===== config.mk =====
export PLATFORM = sky130hd
export DESIGN_NAME = flag_pop_unit
export DESIGN_NICKNAME = d
export VERILOG_FILES = /design/src/rtl/flag_pop_unit.sv
export SDC_FILE = /design/constraint.sdc
export NUM_CORES = 1
export LEC_CHECK = 0
export BUFFER_PORTS_ARGS = -buffer_cell sky130_fd_sc_hd__buf_2
export CAP_MARGIN = 15
export CORE_MARGIN = 1.5
export CORE_UTILIZATION = 37
export CTS_BUF_LIST = sky130_fd_sc_hd__clkbuf_8 sky130_fd_sc_hd__clkbuf_16
export DETAILED_ROUTE_END_ITERATION = 6
export HOLD_SLACK_MARGIN = 0.1
export PLACE_DENSITY_LB_ADDON = 0.08
export SYNTH_ARGS = -nofsm -noshare
export SYNTH_HDL_FRONTEND = slang
export SYNTH_SLANG_ARGS = --single-unit

===== constraint.sdc =====
create_clock -name clk -period 1.9 [get_ports clk]
set_input_delay 0.38 -clock clk [delete_from_list [all_inputs] [get_ports clk]]
set_output_delay 0.38 -clock clk [all_outputs]
set_load 0.03 [all_outputs]

===== src/rtl/flag_pop_unit.sv =====
module flag_pop_unit #(
  parameter int IF_BIT  = 9,
  parameter int RF_BIT  = 16,
  parameter int AC_BIT  = 18,
  parameter int ID_BIT  = 21,
  parameter int PL_LO   = 12
) (
  input  logic        clk,
  input  logic        rst_n,
  input  logic        pop_valid,
  input  logic [31:0] pop_data,
  input  logic        pop_wide,
  input  logic [1:0]  cpl,
  input  logic        v86_mode,
  input  logic        vme_en,
  output logic [31:0] flags_q,
  output logic        gp_fault
);

  localparam logic [31:0] ALWAYS_M = 32'h0000_4DD5;
  localparam logic [31:0] LIVE_M   = 32'h003F_7FD7;
  localparam logic [31:0] ONE_M    = 32'h0000_0002;
  localparam logic [31:0] RESET_V  = ONE_M;
  localparam logic [31:0] IF_M     = 32'h1 << IF_BIT;
  localparam logic [31:0] RF_M     = 32'h1 << RF_BIT;
  localparam logic [31:0] PL_M     = 32'h3 << PL_LO;
  localparam logic [31:0] WIDE_M   = (32'h1 << AC_BIT) | (32'h1 << ID_BIT);

  logic [1:0]  iopl, lvl;
  logic        ring0_prot, v86_ok, deny;
  logic [31:0] wmask, merged;

  assign iopl       = flags_q[PL_LO +: 2];
  assign lvl        = v86_mode ? 2'd3 : cpl;
  assign ring0_prot = !v86_mode && (cpl == 2'd0);
  assign v86_ok     = (iopl == 2'd3) || (vme_en && !pop_wide);
  assign deny       = v86_mode && !v86_ok;

  always_comb begin
    wmask = ALWAYS_M;
    if (lvl <= iopl) wmask |= IF_M;
    if (ring0_prot)  wmask |= PL_M;
    if (ring0_prot && pop_wide) wmask |= RF_M;
    if (pop_wide)    wmask |= WIDE_M;
    else             wmask &= 32'h0000_FFFF;
  end

  assign merged = (((flags_q & ~wmask) | (pop_data & wmask)) & LIVE_M) | ONE_M;

  always_ff @(posedge clk) begin
    if (!rst_n) begin
      flags_q  <= RESET_V;
      gp_fault <= 1'b0;
    end else begin
      gp_fault <= pop_valid && deny;
      if (pop_valid && !deny) flags_q <= merged;
    end
  end

endmodule



==> impl_metrics.ini, run 1 <==
[run_status]
outcome = complete, no violations

[critical_path]
cp-end-kind = flop
crit_fanout = 4
r2r_slack_ns = 0.52
ff2ff_path_depth = 6
critPathRequiredTime_ns = 2.02
startpoint = v86_mode
crit_arrival_ns = 1.60
setup.worst_path.class = in -> reg
startpoint_type = input port

[layout]
syn_to_final_growth_pct = 21.2
final_nets = 168
diodes = 0
drive_above_1_share_pct = 36.8

[floorplan]
die_x_microns = 51.1
ios = 73
dieArea_sq_um = 2610
rows = 17
die-height_microns = 51.1
core-area_sq_um = 2190
start_util_pct = 39.1

[yosys]
synthDominantCellAreaShare_pct = 37.4
ys_ff_latch = 16
synthCells = 88
avgSynthCellArea_sq_um = 9.74
synth_edf_count = 0
synth_warnings = 0
ys_types = 23
yosysSeqAreaShare_pct = 37.4
postSynth.topFlopCell = dfxtp_1
syn_area_sq_um = 857
synthArstFlopShare_pct = 0
synthTopCellsByArea = dfxtp_1, buf_4, mux2i_1
synth_top_area_cell = dfxtp_1

[cts]
clkLatencyLatePin_ns = 0.25
numCtsBuffers = 3
htree_levels = 1
cts_buffer_depth = 2
cts_resized = 0
tritoncts = built
cts_root_buffer = clkbuf_8
postCtsHoldBufs = 0
numClockSinks = 16
cts_setup_buffers = 0
path_clk_slew_ns = 0.06

[sta]
fmax_mhz = 675
finClkSkew_ns = 0.00319
period_needed_ns = 1.48
hold_slack_ns = 0.380
setup_violations = 0
setup_ws_ns = 0.419
rsz0062_at_grt = no
finalSetupTns_ns = 0
drv_slew = 0
finalCritPeriodShare_pct = 77.9
hold_viol_final = 0

[pwr]
power_density_nw_per_um2 = 795
sw_frac_of_total_pct = 28.4
p_sw_uw = 235
ir_drop_uv = 314
p_int_uw = 591
leakage_nw = 0.544
pwr-share-clk_pct = 35.5
sequentialPowerShare_pct = 43.3
pwr-share-comb_pct = 21.1

[grt]
grt_pass1_wl_mm = 2.38
grt_max_degree = 20
grt-ovfl-total = 0
antenna_found_initial = 0
first_global_vias = 567
track_usage_pct = 12.6

[placement]
portBuffers = 38
place.detailed.hpwl_mm = 1.15
dp_slack_ns = 0.145
gp_congestion = 0.660

[route]
final_antenna_net_count = 0
routedWlPerCell_microns = 9.39
dr.pass1.iters = 2
viasPerCell = 4.20
drt-total-wl_mm = 1.44
vias = 643
drc = 0
initialDrtViolationCount = 1

[run]
maxCapViolCount = 0

[worst_hold_path]
min_path_type = in -> reg
-- Yosys cell counts (all sizes together), types with 2 or more instances --
cell    instances
buf            18
dfxtp          16
nor2b          13
mux2i          10
nand2           6
nand3           4
o21ai           3
clkbuf          2
conb            2
ha              2
nor2            2
-- metrics by stage --
step                power (mW)  instances  instance area, sq um  utilization, %
floorplan                0.525        103                   913               -
global placement         0.539        149                   983            44.9
detailed placement       0.541        149                   983            44.9
CTS                      0.845        153                  1040            47.4
global route             0.880        153                  1040            47.4
finish                   0.826        153                  1040            47.4
-- worst max-delay path, cell delays in order --
cell and delay [ns]:
buf_2 0.13, or2_2 0.29, ha_1 0.28, nor2b_1 0.13, a2bb2oi_1 0.13, o211ai_1 0.16, o31ai_1 0.09
-- power groups by stage --
stage          combinational (mW)  sequential (mW)  clock (mW)
5_1_grt                     0.189            0.359       0.332
3_5_place_dp                0.176            0.365           0
2_1_floorplan               0.130            0.396           0
6_report                    0.175            0.358       0.293
3_3_place_gp                0.175            0.364           0
4_1_cts                     0.176            0.358       0.310
-- how the worst min path moves through the flow --
| stage | from | end | slack (ns) | depth (start not counted) |
|---|---|---|---|---|
| global route | pop_data[9] | flop | 0.37 | 3 |
| floorplan | pop_valid | gp_fault | 0.50 | 2 |
| CTS | pop_data[9] | flop | 0.37 | 3 |
| detailed placement | flop | flop | 0.47 | 2 |
| global placement | flop | flop | 0.45 | 2 |
| finish | pop_data[18] | flop | 0.38 | 3 |
-- layout by cell type (no fill, tap or decap), types with 2 or more instances in the layout --
master	n
nor2_1	2
buf_2	38
nand2_1	6
nand3_1	4
o21ai_0	2
nor2b_1	13
dfxtp_1	16
clkbuf_8	4
conb_1	17
ha_1	2
mux2i_1	10
-- logic make-up after synthesis --
kind of cell | Yosys count | share of synthesized area, %
simple gates | 28 | 19.4
buf+inv | 21 | 18.5
flops | 16 | 37.4
mux | 10 | 11.7
compound gates | 9 | 9.20
fa+ha+maj | 2 | 2.92
other cells | 2 | 0.876
-- final cells by class --
cell class                 count  area [sq um]
fill                         231          1150
multi-input combinational     66           434
sequential                    16           320
timing repair buffer          38           190
clock buffer                   4          55.1
tap                           28          35.0
inverter                       1          3.75
-- per-layer routing --
layer	vias to the layer above	track usage, %	share of wire, %
li1	330	-	-
met1	278	15.7	46
met2	33	18.6	42
met3	2	4.68	11
met4	0	6.76	1.1
met5	-	0	0
Note: power is estimated with default switching activity, not from simulation.
==> inputs of run 2 (changes only) <==
==> constraint.sdc (replaced) <==
create_clock -name clk -period 1.47 [get_ports clk]
set_input_delay 0.294 -clock clk [delete_from_list [all_inputs] [get_ports clk]]
set_output_delay 0.294 -clock clk [all_outputs]
set_load 0.03 [all_outputs]
==> run 2 against run 1 <==
Against the previous run:
- via count grew 2.8%
- first-iteration DRC count rose to 3.0 times the previous value
- critical path type unchanged
- global-route usage up 0.53 points
- largest cell class unchanged
==> impl_metrics.ini, run 2 (same netlist as run 1, synthesis figures left out) <==
[run_status]
outcome = complete, no violations

[route]
drc = 0
routedWlPerCell_microns = 9.44
dr.pass1.iters = 3
viasPerCell = 4.21
vias = 661
initialDrtViolationCount = 3
final_antenna_net_count = 0
drt-total-wl_mm = 1.48

[run]
maxCapViolCount = 0

[layout]
multi_input_area_sq_um = 434
most-common-layout-cells = buf_2, conb_1, dfxtp_1, nor2b_1, mux2i_1
fillers = 227
fin_area_sq_um = 1070
ff_latch_area_sq_um = 322
drive_above_1_share_pct = 39.5
diodes = 0
final_common_cell = buf_2
final_nets = 172
syn_to_final_growth_pct = 24.8

[pwr]
sequentialPowerShare_pct = 42.8
power_density_nw_per_um2 = 1010
sw_frac_of_total_pct = 28.5
ir_drop_uv = 715
pwr-share-comb_pct = 21.8
p_int_uw = 771
p_sw_uw = 308
leakage_nw = 0.563
pwr-share-clk_pct = 35.4

[critical_path]
crit_fanout = 2
crit_arrival_ns = 1.49
critical-path-top-delay-family = simple AND/OR/NAND/NOR gates
worst_path_largest_cell_delay_ns = 0.29
critPathRequiredTime_ns = 1.60
crit_chain = buf_2, or2_2, ha_1, nor2b_1, a2bb2oi_1, o211ai_1, o31ai_1
setup.worst_path.class = in -> reg
startpoint_type = input port
cp-end-kind = flop
crit_buf_inv = 1
crit_slowest_cell = or2_2

[sta]
drv_slew = 0
setup_ws_ns = 0.112
fmax_mhz = 736
hold_slack_ns = 0.288
rsz0062_at_grt = no
hold_viol_final = 0
finalSetupTns_ns = 0
finClkSkew_ns = 0.00385
period_needed_ns = 1.36
finalCritPeriodShare_pct = 92.4
setup_violations = 0

[placement]
place_area_sq_um = 1010
place.detailed.hpwl_mm = 1.16
dp_slack_ns = -0.141
gp_congestion = 0.725
portBuffers = 38

[floorplan]
start_util_pct = 39.1
core-area_sq_um = 2190
dieArea_sq_um = 2610
die-height_microns = 51.1
ios = 73
rows = 17
die_x_microns = 51.1

[cts]
numClockSinks = 16
cts_root_buffer = clkbuf_8
path_clk_slew_ns = 0.06
cts_resized = 0
tritoncts = built
numCtsBuffers = 3
cts_buffer_depth = 2
postCtsHoldBufs = 0
htree_levels = 1
cts_setup_buffers = 0
clkLatencyLatePin_ns = 0.25

[worst_hold_path]
min_path_type = in -> reg

[grt]
grt-ovfl-total = 0
track_usage_pct = 13.1
grt_max_degree = 20
first_global_vias = 590
antenna_found_initial = 0
grt_pass1_wl_mm = 2.56
run 2: path summary, 6_finish.rpt:
check	start	to	slack, ns	cells past startpoint
worst max-delay path	v86_mode	flop	0.11	7
worst min-delay path	pop_data[9]	flop	0.29	3
worst max register to register	flop	flop	0.13	6
worst min register to register	flop	flop	0.47	2
run 2: final cells by class:
class,instances,share of cell area [%]
multi-input combinational,66,40.6
sequential,16,30.1
inverter,1,0.351
tap,28,3.27
clock buffer,4,5.15
timing repair buffer,42,20.6
run 2: routing by layer:
metal	GRT usage (%)	wire length, microns
met3	5.26	145
met5	0	0
met1	16.0	667
met2	21.0	669
met4	4.05	0
run 2: stage by stage:
| stage | power (mW) | util (%) | cells |
|---|---|---|---|
| global route | 1.14 | 48.8 | 157 |
| finish | 1.08 | 48.8 | 157 |
| floorplan | 0.679 | - | 103 |
| global placement | 0.706 | 46.3 | 153 |
| CTS | 1.10 | 48.8 | 157 |
| detailed placement | 0.708 | 46.3 | 153 |
run 2: worst min-delay path, delay by kind of cell:
kind,cells,cell delay [ns]
AOI/OAI and AO/OA,1,0.05
buffers and inverters,1,0.09
and+or+nand+nor,1,0.05
run 2: power by group through the flow:
stage	sequential, mW	combinational [mW]	clock [mW]
after CTS	0.463	0.237	0.400
final	0.463	0.235	0.382
after global placement	0.471	0.235	0
after detailed placement	0.472	0.236	0
after floorplan	0.511	0.168	0
after global routing	0.465	0.254	0.417
